`src/rtl/perp_mode_pkg.sv`:
```
package perp_mode_pkg;

  typedef enum logic [1:0] {
    MODE_CONV       = 2'b00,
    MODE_PERP_SHORT = 2'b01,
    MODE_PERP_LONG  = 2'b10
  } perp_mode_e;

  typedef struct packed {
    logic loadGlobal;
    logic loadFlags;
    logic clearGlobal;
    logic clearFlags;
  } reg_strobe_t;

  localparam logic [1:0] RATE_FAST = 2'b11;

endpackage

```
`src/rtl/perp_mode_ctl.sv`:
```
module perp_mode_ctl
  import perp_mode_pkg::*;
(
  input  logic        hwReset,
  input  logic        swReset,
  input  logic        cmdWrite,
  input  logic        cmdOverwrite,
  output reg_strobe_t strobe
);

  always_comb begin
    strobe = '0;
    if (hwReset) begin
      strobe.clearGlobal = 1'b1;
      strobe.clearFlags  = 1'b1;
    end else if (swReset) begin
      strobe.clearGlobal = 1'b1;
    end else if (cmdWrite) begin
      strobe.loadGlobal = 1'b1;
      strobe.loadFlags  = cmdOverwrite;
    end
  end

endmodule

```
`src/rtl/perp_mode_dp.sv`:
```
module perp_mode_dp
  import perp_mode_pkg::*;
#(
  parameter int NUM_DRIVES    = 4,
  parameter int GAP_W         = 6,
  parameter int SHORT_GAP     = 22,
  parameter int LONG_GAP      = 41,
  parameter int SHORT_REWRITE = 19,
  parameter int LONG_REWRITE  = 38,
  localparam int SEL_W        = (NUM_DRIVES > 1) ? $clog2(NUM_DRIVES) : 1
) (
  input  logic                  clk,
  input  logic                  hwReset,
  input  reg_strobe_t           strobe,
  input  logic                  cmdGateEn,
  input  logic                  cmdWideGap,
  input  logic [NUM_DRIVES-1:0] cmdDriveFlags,
  input  logic [SEL_W-1:0]      qDrive,
  input  logic [1:0]            qRate,
  output perp_mode_e            modeOut,
  output logic [GAP_W-1:0]      gap2Len,
  output logic [GAP_W-1:0]      gap2Rewrite,
  output logic                  precompOn
);

  logic                  gateEnQ;
  logic                  wideGapQ;
  logic [NUM_DRIVES-1:0] driveFlagsQ;

  always_ff @(posedge clk) begin
    if (strobe.clearGlobal) begin
      gateEnQ  <= 1'b0;
      wideGapQ <= 1'b0;
    end else if (strobe.loadGlobal) begin
      gateEnQ  <= cmdGateEn;
      wideGapQ <= cmdWideGap;
    end
  end

  always_ff @(posedge clk) begin
    if (strobe.clearFlags)
      driveFlagsQ <= '0;
    else if (strobe.loadFlags)
      driveFlagsQ <= cmdDriveFlags;
  end

  // Per-drive flag selection.
  logic [NUM_DRIVES-1:0] driveHit;
  generate
    for (genvar d = 0; d < NUM_DRIVES; d++) begin : g_sel
      assign driveHit[d] = (qDrive == SEL_W'(d)) && driveFlagsQ[d];
    end
  endgenerate
  logic selFlag;
  assign selFlag = |driveHit;

  always_comb begin
    unique case ({gateEnQ, wideGapQ})
      2'b10:   modeOut = MODE_PERP_SHORT;
      2'b01:   modeOut = MODE_CONV;
      2'b11:   modeOut = MODE_PERP_LONG;
      default: begin
        if (!selFlag)                modeOut = MODE_CONV;
        else if (qRate == RATE_FAST) modeOut = MODE_PERP_LONG;
        else                         modeOut = MODE_PERP_SHORT;
      end
    endcase
  end

  always_comb begin
    case (modeOut)
      MODE_PERP_SHORT: begin
        gap2Len     = GAP_W'(SHORT_GAP);
        gap2Rewrite = GAP_W'(SHORT_REWRITE);
      end
      MODE_PERP_LONG: begin
        gap2Len     = GAP_W'(LONG_GAP);
        gap2Rewrite = GAP_W'(LONG_REWRITE);
      end
      default: begin
        gap2Len     = GAP_W'(SHORT_GAP);
        gap2Rewrite = '0;
      end
    endcase
  end

  assign precompOn = (modeOut == MODE_CONV);

  // Assertions.
  assert_sw_keeps_flags_R7: assert property (@(posedge clk) disable iff (hwReset)
    (strobe.clearGlobal && !strobe.clearFlags) |=>
      (!gateEnQ && !wideGapQ && $stable(driveFlagsQ)));

  assert_hw_clears_R8: assert property (@(posedge clk)
    $fell(hwReset) |-> (!gateEnQ && !wideGapQ && driveFlagsQ == '0));

  assert_no_overwrite_R6: assert property (@(posedge clk) disable iff (hwReset)
    (strobe.loadGlobal && !strobe.loadFlags) |=> $stable(driveFlagsQ));

  assert_overwrite_R6: assert property (@(posedge clk) disable iff (hwReset)
    strobe.loadFlags |=> (driveFlagsQ == $past(cmdDriveFlags)));

  assert_conv_gap_R1: assert property (@(posedge clk) disable iff (hwReset)
    precompOn |-> (gap2Rewrite == '0 && gap2Len == GAP_W'(SHORT_GAP)));

  assert_perp_precomp_R10: assert property (@(posedge clk) disable iff (hwReset)
    (gap2Rewrite != '0) |-> !precompOn);

  assert_global_long_R4: assert property (@(posedge clk) disable iff (hwReset)
    (gateEnQ && wideGapQ) |-> (gap2Len == GAP_W'(LONG_GAP)));

endmodule

```
`src/rtl/perp_mode_ctrl.sv`:
```
module perp_mode_ctrl
  import perp_mode_pkg::*;
(
  input  logic       clk,
  input  logic       hwReset,
  input  logic       swReset,
  input  logic       cmdWrite,
  input  logic       cmdGateEn,
  input  logic       cmdWideGap,
  input  logic       cmdOverwrite,
  input  logic [3:0] cmdDriveFlags,
  input  logic [1:0] qDrive,
  input  logic [1:0] qRate,
  output logic [1:0] modeOut,
  output logic [5:0] gap2Len,
  output logic [5:0] gap2Rewrite,
  output logic       precompOn
);

  reg_strobe_t strobe;
  perp_mode_e  modeInt;

  perp_mode_ctl u_ctl (
    .hwReset      (hwReset),
    .swReset      (swReset),
    .cmdWrite     (cmdWrite),
    .cmdOverwrite (cmdOverwrite),
    .strobe       (strobe)
  );

  perp_mode_dp #(.NUM_DRIVES(4), .GAP_W(6)) u_dp (
    .clk           (clk),
    .hwReset       (hwReset),
    .strobe        (strobe),
    .cmdGateEn     (cmdGateEn),
    .cmdWideGap    (cmdWideGap),
    .cmdDriveFlags (cmdDriveFlags),
    .qDrive        (qDrive),
    .qRate         (qRate),
    .modeOut       (modeInt),
    .gap2Len       (gap2Len),
    .gap2Rewrite   (gap2Rewrite),
    .precompOn     (precompOn)
  );

  assign modeOut = modeInt;

  assert_hw_over_sw_R9: assert property (@(posedge clk)
    (hwReset && swReset) |-> strobe.clearFlags);

  assert_reset_beats_write_R9: assert property (@(posedge clk)
    ((hwReset || swReset) && cmdWrite) |-> (!strobe.loadGlobal && !strobe.loadFlags));

endmodule

```
`config.mk`:
```
export PLATFORM = sky130hd
export DESIGN_NAME = perp_mode_ctrl
export DESIGN_NICKNAME = d
export VERILOG_FILES = /design/src/rtl/perp_mode_pkg.sv /design/src/rtl/perp_mode_ctl.sv /design/src/rtl/perp_mode_dp.sv /design/src/rtl/perp_mode_ctrl.sv
export SDC_FILE = /design/constraint.sdc
export NUM_CORES = 1
export LEC_CHECK = 0
export ABC_AREA = 1
export BUFFER_PORTS_ARGS = -buffer_cell sky130_fd_sc_hd__buf_2
export CAP_MARGIN = 10
export CORE_UTILIZATION = 36
export CTS_CLUSTER_DIAMETER = 200
export DETAILED_ROUTE_END_ITERATION = 7
export PLACE_DENSITY = 0.72
export REMOVE_ABC_BUFFERS = 1
export SETUP_SLACK_MARGIN = 0.2
export SKIP_LAST_GASP = 1
export SLEW_MARGIN = 20
export SYNTH_ARGS = -nofsm -noshare
export SYNTH_HDL_FRONTEND = slang
export SYNTH_SLANG_ARGS = --single-unit
```
`constraint.sdc`:
```
create_clock -name clk -period 1.1 [get_ports clk]
set_input_delay 0.11 -clock clk [delete_from_list [all_inputs] [get_ports clk]]
set_output_delay 0.11 -clock clk [all_outputs]
set_load 0.1 [all_outputs]
```
== Word level (Yosys, flattened, before mapping) ==
Cells that the tools add are included.
Word-level totals
  register bits after elaboration: 6
  logic and storage cells: 30
Operators by class
  equality and inequality tests: 9
  multiplexer cells: 11
  reduce and logical (&&, ||, !) cells: 7
Operators by type and width (count)
  == test 2 bit (second input constant): 6
  case mux 6 bit (2 select lines): 1
  2-to-1 mux 2 bit: 5
  == test 2 x 1 -> 1 bit (second input constant): 3
  2-to-1 mux 6 bit: 1
  case mux 2 bit (3 select lines): 1
  logical AND 1 bit: 4
  zero test 2 bit: 2
  OR reduction 4 bit: 1
  2-to-1 mux 1 bit: 3

== Longest topological paths before layout ==
  depth in word-level cells: 7
  mapped depth: 9
  depth with buffers taken out: 8

== Hierarchy ==
Synthesis repeated with hierarchy kept, for this count alone.
Unflattened totals
  cells, all modules: 71
  area total of the unflattened synthesis: 478.0 um^2
Modules (own cells, without submodules)
  perp_mode_dp: instances 1, cells an instance 66, area each 447.9 um^2, seq. area each 120.1 um^2
  perp_mode_ctl: instances 1, cells an instance 5, area each 30.0 um^2, seq. area each 0.0 um^2

== Worst setup path after synthesis ==
No wires, ideal clock.
  path type: reg2out
  start point: register u_dp.driveFlagsQ[1]
  end point: output gap2Len[3]
  arrival time: 1.996 ns
  data required time: 0.990 ns
  slack: -1.006 ns
  stages on the path, launching flop included: 8
  path buffers: 1
  cells stage by stage: dfxtp_1 -> nand2_1 -> nand3_1 -> nand3_1 -> nand2_1 -> inv_1 -> ha_1 -> buf_4
On the way
  cells in the longest elaborated chain, start to end: 6
Ends and longest elaborated chain
  start, declared: line perp_mode_dp.sv:28  | logic [NUM_DRIVES-1:0] driveFlagsQ;
  start signal, assigned: line perp_mode_dp.sv:44  | driveFlagsQ <= cmdDriveFlags;
  logical AND 1 bit: line perp_mode_dp.sv:51  | assign driveHit[d] = (qDrive == SEL_W'(d)) && driveFlagsQ[d];
  OR reduction 4 bit: line perp_mode_dp.sv:55  | assign selFlag = |driveHit;
  2-to-1 mux 2 bit: line perp_mode_dp.sv:63  | if (!selFlag) modeOut = MODE_CONV;
  case mux 2 bit (3 select lines): line perp_mode_dp.sv:58  | unique case ({gateEnQ, wideGapQ})
  == test 2 bit: line perp_mode_dp.sv:71  | case (modeOut)
  2-to-1 mux 6 bit: line perp_mode_dp.sv:71
  end, declared: line perp_mode_ctrl.sv:15  | output logic [5:0] gap2Len,
No other way between the ends.

== Worst setup path in the final report ==
  start point: register u_dp.driveFlagsQ[2]
  end point: output gap2Len[3]
The elaborated chain is that of the path after synthesis.

==> results_dict.tcl <==
set metrics [dict create \
    hp-class "input pin to register" \
    cp-end-kind "primary output" \
    synthCells 71 \
    grt_usage_pct 23.8 \
    yosys_warnings 0 \
    postCtsHoldBufs 0 \
    synth_cell_types 13 \
    antenna_found_initial 0 \
    dieArea_um2 1450 \
    rsz0062_at_grt "yes" \
    post-place-cells 111 \
    syn_to_final_growth_pct 135 \
    port_buffers 28 \
    grt_max_degree 7 \
    cpLargestDelayFamily "simple AND/OR/NAND/NOR gates" \
    dp_hpwl_um 953 \
    finalCritPeriodShare_pct 154 \
    antenna_cells 0 \
    synth_area_um2 469 \
    initialDrtViolationCount 16 \
    power_density_nw_per_um2 1060 \
    crit_path_max_fanout 3 \
    fillers 32 \
    fin_cells 120 \
    layout_setup_ws_ns -0.593 \
    cp_data_required_time_ns 0.99 \
    grt_pass1_vias 579 \
    status "finished with violations" \
    layout_commonest_cell "buf_12" \
    worstPathArrival_ns 1.58 \
    overflow 0 \
    dp_slack_ns -0.408 \
    grt_pass1_wl_um 2280 \
    die_y_um 38.1 \
    crit_top_cell "nand2_2" \
    wire_per_inst_um 20.5 \
    ir_worst_vdd_mv 0.996 \
    setup_violations 14 \
    path_class "register to primary output" \
    vias 646 \
    rows 12 \
    syn_avg_cell_area_um2 6.61 \
    finClkSkew_ns 0 \
    finalHoldViolCount 0 \
    ys_ff_latch 6 \
    regArea_um2 130 \
    wirelength_um 2460 \
    crit_buf_inv 2 \
    fmax_mhz 590 \
    maxCapViolations 0 \
    layout-drive-gt1-share_pct 71.7 \
    ctsLongestPathBuffers 2 \
    crit_chain "nand2_2 > nand3_4 > nand4_1 > nand2_2 > ha_4 > buf_6 > buf_12" \
    drt-pass1-iter-count 4 \
    clockRootBuffer "clkbuf_4" \
    insertion_delay_ns 0.25 \
    yosysSeqAreaShare_pct 25.6 \
    maxSlewViolCount 0 \
    numCtsBuffers 3 \
    setup.worst_path.start_class "register" \
    final.min_clock_period_ns 1.69 \
    violations "setup timing" \
    core_um2 1160 \
    cts.sinks 6 \
    initial_core_util_pct 40.6 \
    ant_nets 0 \
    drcViolationCount 0 \
    p_leak_nw 0.515 \
    die_w_um 38.1 \
    multi_input_area_um2 409 \
    final_cell_mix "15 x buf_12, 14 x buf_2, 13 x nor2_1" \
    htree_num_levels 1 \
    nets 127 \
    viasPerCell 5.38 \
    max_stage_delay_ns 0.33 \
    cts_tree "built" \
    gp_congestion 0.745 \
    worst_path_max_delay_cell "dfxtp_2" \
    pin_count 30 \
    clk_pin_slew_ns 0.05 \
]
[worst paths after layout]
| path | start | to | cells past startpoint | slack (ns) |
|---|---|---|---|---|
| max | u_dp.driveFlagsQ[2] | gap2Len[3] | 7 | -0.59 |
| min reg2reg | u_dp.driveFlagsQ[3] | u_dp.driveFlagsQ[3] | 2 | 0.49 |
| min | cmdWideGap | u_dp.wideGapQ | 3 | 0.10 |
| max reg2reg | u_dp.gateEnQ | u_dp.gateEnQ | 3 | 0.27 |
[cells by family after synthesis]
logic type	Yosys count	share of synthesized area (%)
compound gates	6	8.53
fa+ha+maj	4	10.7
buf+inv	18	20.8
flops	6	25.6
other cells	1	0.799
simple gates	36	33.6
[synth_stat cells]
| library cell | n | share of area (%) |
|---|---|---|
| ha_1 | 4 | 11 |
| nand2_1 | 14 | 11 |
| nand2_2 | 1 | 1.3 |
| o21ai_0 | 2 | 2.1 |
| buf_4 | 8 | 13 |
| conb_1 | 1 | 0.80 |
| nor3_4 | 1 | 3.5 |
| nand3_1 | 4 | 4.3 |
| inv_1 | 10 | 8.0 |
| nor2_1 | 15 | 12 |
| nand4_1 | 1 | 1.3 |
| o31ai_1 | 4 | 6.4 |
| dfxtp_1 | 6 | 26 |
[cell type report]
class,count,area share [%]
Clock buffer,3,2.04
Inverter,10,4.31
Multi-Input combinational cell,47,37.1
Sequential cell,6,11.8
Tap cell,14,1.59
Timing Repair Buffer,40,43.1
[worst reg2reg max path: stages (launching register included)]
cell     delay, ns
dfxtp_2       0.35
buf_4         0.14
nor2_1        0.15
nor2_1        0.07
[power breakdown]
group          switching, mW  total, mW  internal (mW)  leakage (nW)
Clock                 0.0881      0.212          0.124        0.0138
Combinational          0.453      0.714          0.261         0.449
Sequential            0.0113      0.238          0.226        0.0519
Total                  0.552       1.16          0.611         0.515
[what timing repair did]
item / CTS / global route
pin swaps: 8 / 13
setup endpoints to repair: 14 / 14
setup buffers: 4 / 2
gates cloned: 0 / 0
resized for setup: 32 / 23
[registers in the layout, indices dropped and copies added, names as in the netlist]
signal / cells
u_dp.driveFlagsQ: 4
u_dp.gateEnQ: 1
u_dp.wideGapQ: 1
[routing by layer]
| layer | part of all wire [%] | global-route usage, % | vias to the layer above |
|---|---|---|---|
| li1 | - | - | 283 |
| met1 | 37 | 21.7 | 304 |
| met2 | 50 | 45.8 | 39 |
| met3 | 5.3 | 4.65 | 20 |
| met4 | 7.5 | 16.1 | 0 |
| met5 | 0 | 0 | - |
[per-stage QoR]
stage	area [µm²]	TNS (ns)	hold WS [ns]	utilization [%]	total power [mW]
after floorplan	409	-24.27	0.239	-	0.584
after global placement	822	-3.20	0.332	71.1	0.798
after detailed placement	822	-3.76	0.346	71.1	0.804
after CTS	972	-6.00	0.0805	84.1	1.07
after global routing	1100	-7.66	0.126	95.3	1.19
final	1100	-7.13	0.102	95.3	1.16
(Power assumes the default switching activity.)
